## src/rtl/regbank_pkg.sv

```systemverilog
package regbank_pkg;

  typedef enum logic [3:0] {
    ACC_RW, ACC_RO, ACC_WO, ACC_IGN, ACC_RAZ, ACC_RAO, ACC_W1C, ACC_W0C, ACC_RC
  } access_e;

  // Fixed field table: policy of bit b in register r.
  function automatic access_e field_policy(int r, int b);
    case (r)
      0: begin
        if (b < 4)       return ACC_RW;
        else if (b < 6)  return ACC_WO;
        else if (b == 6) return ACC_RAO;
        else             return ACC_RAZ;
      end
      1: return (b < 4) ? ACC_RO : ACC_IGN;
      2: return (b < 4) ? ACC_W1C : ACC_W0C;
      3: return ACC_RC;
      default: return ACC_IGN;
    endcase
  endfunction

  function automatic logic [63:0] policy_mask(int r, int w, access_e p);
    logic [63:0] m;
    m = '0;
    for (int b = 0; b < w; b++)
      if (field_policy(r, b) == p) m[b] = 1'b1;
    return m;
  endfunction

endpackage

```

## src/rtl/rb_addr_decode.sv

```systemverilog
module rb_addr_decode #(
  parameter int ADDR_W   = 3,
  parameter int NUM_REGS = 4
) (
  input  logic                clk,
  input  logic                rst,
  input  logic [ADDR_W-1:0]   addr,
  output logic [NUM_REGS-1:0] sel,
  output logic                hit
);
  always_comb begin
    sel = '0;
    for (int i = 0; i < NUM_REGS; i++)
      if (addr == ADDR_W'(i)) sel[i] = 1'b1;
    hit = |sel;
  end


  one_sel_chk: assert property (@(posedge clk) disable iff (rst)
    $onehot0(sel) && (hit == (int'(addr) < NUM_REGS)));
endmodule

```

## src/rtl/rb_reg.sv

```systemverilog
module rb_reg
  import regbank_pkg::*;
#(
  parameter int REG_IDX = 0,
  parameter int DATA_W  = 8
) (
  input  logic              clk,
  input  logic              rst,
  input  logic              wr_sel,
  input  logic              rd_sel,
  input  logic [DATA_W-1:0] wdata,
  input  logic [DATA_W-1:0] hw_val,
  input  logic [DATA_W-1:0] hw_set,
  input  logic              hw_cap,
  output logic [DATA_W-1:0] q,
  output logic [DATA_W-1:0] rd_view
);
  localparam logic [DATA_W-1:0] RC_M = DATA_W'(policy_mask(REG_IDX, DATA_W, ACC_RC));
  localparam logic [DATA_W-1:0] RO_M = DATA_W'(policy_mask(REG_IDX, DATA_W, ACC_RO));

  logic lock;
  logic cap_ok;

  generate
    if (RC_M != '0) begin : g_lock
      assign cap_ok = hw_cap && !lock;
      always_ff @(posedge clk) begin
        if (rst)         lock <= 1'b0;
        else if (cap_ok) lock <= 1'b1;
        else if (rd_sel) lock <= 1'b0;
      end

      rc_hold_chk: assert property (@(posedge clk) disable iff (rst)
        (lock && !rd_sel) |=> ((q & RC_M) == $past(q & RC_M)));
    end else begin : g_nolock
      assign cap_ok = 1'b0;
      assign lock   = 1'b0;
    end
  endgenerate

  generate
    for (genvar b = 0; b < DATA_W; b++) begin : g_bit
      localparam access_e P = field_policy(REG_IDX, b);
      logic bit_q;
      if (P == ACC_RW || P == ACC_WO) begin : g_store
        always_ff @(posedge clk) begin
          if (rst)         bit_q <= 1'b0;
          else if (wr_sel) bit_q <= wdata[b];
        end
        assign rd_view[b] = (P == ACC_RW) ? bit_q : 1'b0;
      end else if (P == ACC_RO) begin : g_ro
        always_ff @(posedge clk) begin
          if (rst) bit_q <= 1'b0;
          else     bit_q <= hw_val[b];
        end
        assign rd_view[b] = bit_q;
      end else if (P == ACC_W1C || P == ACC_W0C) begin : g_wc
        logic clr;
        assign clr = wr_sel && (wdata[b] == (P == ACC_W1C));
        always_ff @(posedge clk) begin
          if (rst)            bit_q <= 1'b0;
          else if (hw_set[b]) bit_q <= 1'b1;
          else if (clr)       bit_q <= 1'b0;
        end
        assign rd_view[b] = bit_q;

        set_wins_chk: assert property (@(posedge clk) disable iff (rst)
          hw_set[b] |=> bit_q);
      end else if (P == ACC_RC) begin : g_rc
        always_ff @(posedge clk) begin
          if (rst)         bit_q <= 1'b0;
          else if (cap_ok) bit_q <= hw_val[b];
          else if (rd_sel) bit_q <= 1'b0;
        end
        assign rd_view[b] = bit_q;
      end else begin : g_const
        assign bit_q      = 1'b0;
        assign rd_view[b] = (P == ACC_RAO);
      end
      assign q[b] = bit_q;
    end
  endgenerate


  ro_track_chk: assert property (@(posedge clk) disable iff (rst)
    1'b1 |=> ((q & RO_M) == ($past(hw_val) & RO_M)));
endmodule

```

## src/rtl/rb_read_port.sv

```systemverilog
module rb_read_port #(
  parameter int NUM_REGS = 4,
  parameter int DATA_W   = 8
) (
  input  logic                       clk,
  input  logic                       rst,
  input  logic                       rd_en,
  input  logic [NUM_REGS-1:0]        sel,
  input  logic [NUM_REGS*DATA_W-1:0] views,
  output logic [DATA_W-1:0]          rdata
);
  logic [DATA_W-1:0] mux;

  always_comb begin
    mux = '0;
    for (int i = 0; i < NUM_REGS; i++)
      if (sel[i]) mux = mux | views[i*DATA_W +: DATA_W];
  end

  always_ff @(posedge clk) begin
    if (rst)        rdata <= '0;
    else if (rd_en) rdata <= mux;
    else            rdata <= '0;
  end


  idle_zero_chk: assert property (@(posedge clk) disable iff (rst)
    !rd_en |=> (rdata == '0));
endmodule

```

## src/rtl/regbank_mixed.sv

```systemverilog
module regbank_mixed
  import regbank_pkg::*;
#(
  parameter int ADDR_W   = 3,
  parameter int NUM_REGS = 4,
  parameter int DATA_W   = 8
) (
  input  logic                       clk,
  input  logic                       rst,
  input  logic [ADDR_W-1:0]          bus_addr,
  input  logic                       bus_wr_en,
  input  logic [DATA_W-1:0]          bus_wdata,
  input  logic                       bus_rd_en,
  output logic [DATA_W-1:0]          bus_rdata,
  input  logic [NUM_REGS*DATA_W-1:0] hw_val,
  input  logic [NUM_REGS*DATA_W-1:0] hw_set,
  input  logic [NUM_REGS-1:0]        hw_cap,
  output logic [NUM_REGS*DATA_W-1:0] fld_q
);
  localparam int FLAT_W = NUM_REGS * DATA_W;

  logic [NUM_REGS-1:0] sel;
  logic                hit;
  logic [FLAT_W-1:0]   views;

  rb_addr_decode #(.ADDR_W(ADDR_W), .NUM_REGS(NUM_REGS)) u_dec (
    .clk(clk), .rst(rst), .addr(bus_addr), .sel(sel), .hit(hit)
  );

  generate
    for (genvar i = 0; i < NUM_REGS; i++) begin : g_reg
      rb_reg #(.REG_IDX(i), .DATA_W(DATA_W)) u_reg (
        .clk    (clk),
        .rst    (rst),
        .wr_sel (sel[i] && bus_wr_en),
        .rd_sel (sel[i] && bus_rd_en),
        .wdata  (bus_wdata),
        .hw_val (hw_val[i*DATA_W +: DATA_W]),
        .hw_set (hw_set[i*DATA_W +: DATA_W]),
        .hw_cap (hw_cap[i]),
        .q      (fld_q[i*DATA_W +: DATA_W]),
        .rd_view(views[i*DATA_W +: DATA_W])
      );
    end
  endgenerate

  rb_read_port #(.NUM_REGS(NUM_REGS), .DATA_W(DATA_W)) u_rd (
    .clk(clk), .rst(rst), .rd_en(bus_rd_en), .sel(sel),
    .views(views), .rdata(bus_rdata)
  );

  function automatic logic [DATA_W-1:0] ones_of(logic [ADDR_W-1:0] a);
    return DATA_W'(policy_mask(int'(a), DATA_W, ACC_RAO));
  endfunction

  function automatic logic [DATA_W-1:0] zeros_of(logic [ADDR_W-1:0] a);
    return DATA_W'(policy_mask(int'(a), DATA_W, ACC_RAZ) |
                   policy_mask(int'(a), DATA_W, ACC_WO)  |
                   policy_mask(int'(a), DATA_W, ACC_IGN));
  endfunction


  unmapped_zero_chk: assert property (@(posedge clk) disable iff (rst)
    (bus_rd_en && !hit) |=> (bus_rdata == '0));


  const_bits_chk: assert property (@(posedge clk) disable iff (rst)
    (bus_rd_en && hit) |=> ((bus_rdata & ones_of($past(bus_addr))) == ones_of($past(bus_addr))));


  quiet_bits_chk: assert property (@(posedge clk) disable iff (rst)
    bus_rd_en |=> ((bus_rdata & zeros_of($past(bus_addr))) == '0));
endmodule

```

## config.mk

```make
export PLATFORM = sky130hd
export DESIGN_NAME = regbank_mixed
export DESIGN_NICKNAME = d
export VERILOG_FILES = /design/src/rtl/regbank_pkg.sv /design/src/rtl/rb_addr_decode.sv /design/src/rtl/rb_reg.sv /design/src/rtl/rb_read_port.sv /design/src/rtl/regbank_mixed.sv
export SDC_FILE = /design/constraint.sdc
export NUM_CORES = 1
export LEC_CHECK = 0
export BUFFER_PORTS_ARGS = -buffer_cell sky130_fd_sc_hd__buf_4
export CAP_MARGIN = 20
export CORE_MARGIN = 3
export CORE_UTILIZATION = 44
export CTS_BUF_LIST = sky130_fd_sc_hd__clkbuf_4 sky130_fd_sc_hd__clkbuf_8
export DETAILED_ROUTE_END_ITERATION = 10
export GPL_TIMING_DRIVEN = 0
export HOLD_SLACK_MARGIN = 0.08
export PLACE_DENSITY = 0.88
export SLEW_MARGIN = 20
export SYNTH_ARGS = -nofsm -noshare
export SYNTH_HDL_FRONTEND = slang
export SYNTH_SLANG_ARGS = --single-unit
```

## constraint.sdc

```tcl
create_clock -name clk -period 1.9 [get_ports clk]
set_clock_uncertainty 0.05 [all_clocks]
set_input_delay 0.095 -clock clk [delete_from_list [all_inputs] [get_ports clk]]
set_output_delay 0.095 -clock clk [all_outputs]
set_load 0.1 [all_outputs]
```

==> impl_metrics.py <==
metrics = {
    "status": {
        "outcome": "finished, final reports clean",
    },
    "clocking": {
        "numCtsBuffers": 5,
        "clock_sinks": 35,
        "htree_levels": 2,
        "cts_setup_buffers": 0,
        "path_clk_slew_ps": 100,
        "clk-insertion-delay-late_ps": 340,
        "cts_tree": "done",
        "root_buffer": "clkbuf_4",
        "clockBufferDepth": 2,
    },
    "drt": {
        "dr_wl_met2_um": 2360,
        "dr.first_iter.drc_count": 75,
        "via_per_inst": 4.66,
        "num_vias": 1533,
        "drtPass1Iterations": 4,
        "dr_wl_met3_um": 399,
        "drc_errors": 0,
        "postRouteAntennaNets": 0,
        "wl_per_cell_um": 13.5,
        "routed_wl_um": 4440,
        "routed.top_layer": "met4",
        "routedLengthMet1_um": 1630,
    },
    "setup_path": {
        "critPathArrivalTime_ps": 1990,
        "worstReg2RegEnd": "g_reg[2].u_reg.g_bit[0].bit_q",
        "worst_setup_path_end_kind": "register",
        "crit_type": "in2reg",
        "rrSetupSlack_ps": 520,
        "crit_path_start": "bus_addr[2]",
        "reg2regPathDepth": 3,
        "worst_ep_required_time_ps": 2080,
        "crit_fanout": 6,
        "r2r-start": "g_reg[2].u_reg.g_bit[0].bit_q",
        "startpoint_type": "input port",
    },
    "pwr": {
        "total_power_uw": 1790,
        "ir_drop_mv": 0.510,
        "internal_power_uw": 1130,
        "pwr-share-clk": 0.212,
        "power.density_nw_per_um2": 704,
        "sw_frac_of_total": 0.367,
        "power_frac_comb": 0.346,
        "p_sw_uw": 657,
        "seq_power_share": 0.442,
        "p_leak_uw": 0.00123,
    },
    "logic_synthesis": {
        "avgSynthCellArea_um2": 9.23,
        "seq_area_frac_synth": 0.439,
        "synth_edf_count": 0,
        "synth_cell_types": 25,
        "ys_ff_latch": 35,
        "synthCells": 173,
        "yosys_warnings": 0,
        "synth-async-reset-ratio": 0,
        "ys.flop_type": "dfxtp_1",
        "netlist_area_um2": 1600,
    },
    "sta": {
        "tightest_slew_ps": 688,
        "min_period_ps": 1810,
        "slew_viol_final": 0,
        "grt_setup_unrepaired": "no",
        "post-route-period-util": 0.954,
        "final.setup.tns_ps": 0,
        "finalSetupViolCount": 0,
        "hold_viol_final": 0,
        "slew_headroom": 0.539,
        "fmax_mhz": 552,
    },
    "run": {
        "maxCapViolCount": 0,
    },
    "floorplanning": {
        "core-area_um2": 3420,
        "die_h_um": 66.2,
        "die_area_um2": 4390,
        "ioPinCount": 123,
        "start_util": 0.467,
        "rows": 21,
        "die_w_um": 66.2,
    },
    "global_route": {
        "grt_pass1_vias": 1541,
        "grt_max_degree": 11,
        "grtUsageTotal": 0.215,
        "antenna_found_initial": 0,
        "grt_pass1_wl_um": 6980,
        "grt_remaining_overflow": 0,
    },
    "layout": {
        "antennaDiodeCount": 0,
        "num-fill-cells": 275,
        "final_util": 0.744,
        "area_growth_pct": 59.2,
        "nNetsFinal": 367,
        "layout-drive-gt1-share": 0.389,
    },
    "min_path": {
        "min_delay_path_depth": 4,
        "hp-start": "bus_addr[1]",
        "worstHoldEndpoint": "u_rd.rdata[6]",
        "holdCritPathClass": "in2reg",
    },
    "place": {
        "place_hpwl_um": 2870,
        "gp_congestion": 0.763,
        "port_buffers": 67,
    },
}
==> power groups by stage <==
stage	clock, uW	sequential (uW)	combinational (uW)
finish	379	791	620
global route	414	796	648
CTS	382	791	616
detailed placement	0	808	559
global placement	0	807	553
floorplan	0	822	412
==> stage by stage <==
step	cell area, um^2	hold slack (ps)	instances	setup slack (ps)
floorplan	1620	154	178	766
global placement	2180	250	291	536
detailed placement	2180	253	291	521
CTS	2540	103	329	127
global route	2540	104	329	20.7
finish	2540	107	329	88.1
==> layout make-up <==
cell class,instances,area (um^2),area share
sequential,35,701,0.276
multi-input combinational,95,598,0.235
timing repair buffer,99,823,0.324
inverter,8,30.0,0.0118
clock buffer,6,45.0,0.0177
tap,46,57.6,0.0226
buffer,40,287,0.113
==> flip-flops by register name, summed over array words and instances (netlist names) <==
| register | flops |
|---|---|
| u_rd.rdata | 8 |
| g.u_reg.lock | 1 |
| g.u_reg.g_bit.bit_q | 26 |
==> layer usage <==
layer | up-vias | global-route usage
li1 | 762 | -
met1 | 705 | 0.234
met2 | 60 | 0.387
met3 | 6 | 0.0697
met4 | 0 | 0.0761
met5 | - | 0
==> kinds of logic (layout without fill, tap and decap cells) <==
family                 after synthesis  count (layout)  share of synthesized area
and+or+nand+nor                     46              46                      0.160
buffers and inverters               48             153                      0.198
other                                1               6                    0.00235
AOI/OAI and AO/OA                   26              26                     0.0940
muxes                               17              17                      0.107
DFF                                 35              35                      0.439
==> how the worst max path moves through the flow <==
stage	endpoint	slack, ps	cells past startpoint
floorplan	g_reg[0].u_reg.g_bit[0].bit_q	770	4
global placement	g_reg[0].u_reg.g_bit[0].bit_q	540	4
detailed placement	g_reg[0].u_reg.g_bit[3].bit_q	520	4
CTS	g_reg[2].u_reg.g_bit[4].bit_q	130	6
global route	g_reg[2].u_reg.g_bit[7].bit_q	20	6
finish	g_reg[2].u_reg.g_bit[7].bit_q	90	6
==> critical path: stages <==
cell	delay, ps
dlygate4sd3_1	530
buf_4	160
nand4bb_1	300
o21ai_0	230
a21oi_1	90
dlygate4sd3_1	570
==> cells in the final DEF (no fill, tap or decap), types with 2 or more instances in the layout <==
| master | instances |
|---|---|
| nor2_1 | 14 |
| conb_1 | 6 |
| buf_6 | 2 |
| a21oi_1 | 13 |
| o21ai_0 | 4 |
| o22ai_1 | 4 |
| dlygate4sd3_1 | 32 |
| mux2i_1 | 17 |
| inv_1 | 8 |
| dfxtp_1 | 35 |
| nand3_1 | 9 |
| nor2b_1 | 6 |
| a311oi_1 | 4 |
| clkbuf_1 | 4 |
| clkbuf_4 | 6 |
| buf_4 | 99 |
| nand2_1 | 9 |
==> what timing repair did <==
item	CTS	global route
hold buffers	32	0
endpoints found under the setup margin	0	1
hold endpoints to repair	28	0
resized for setup	0	1
==> Yosys cell counts, types with 2 or more instances <==
library cell  instances  area [um^2]
clkbuf_1              4         15.0
dfxtp_1              35          701
inv_1                 8         30.0
a311oi_1              4         35.0
nand3_1               9         45.0
mux2i_1              17          170
buf_4                32          240
o21ai_0               5         25.0
a21oi_1              13         65.1
o22ai_1               4         25.0
buf_6                 2         22.5
nor2b_1               6         37.5
nor2_1               14         52.6
nand2_1               9         33.8
(Power assumes the default switching activity.)
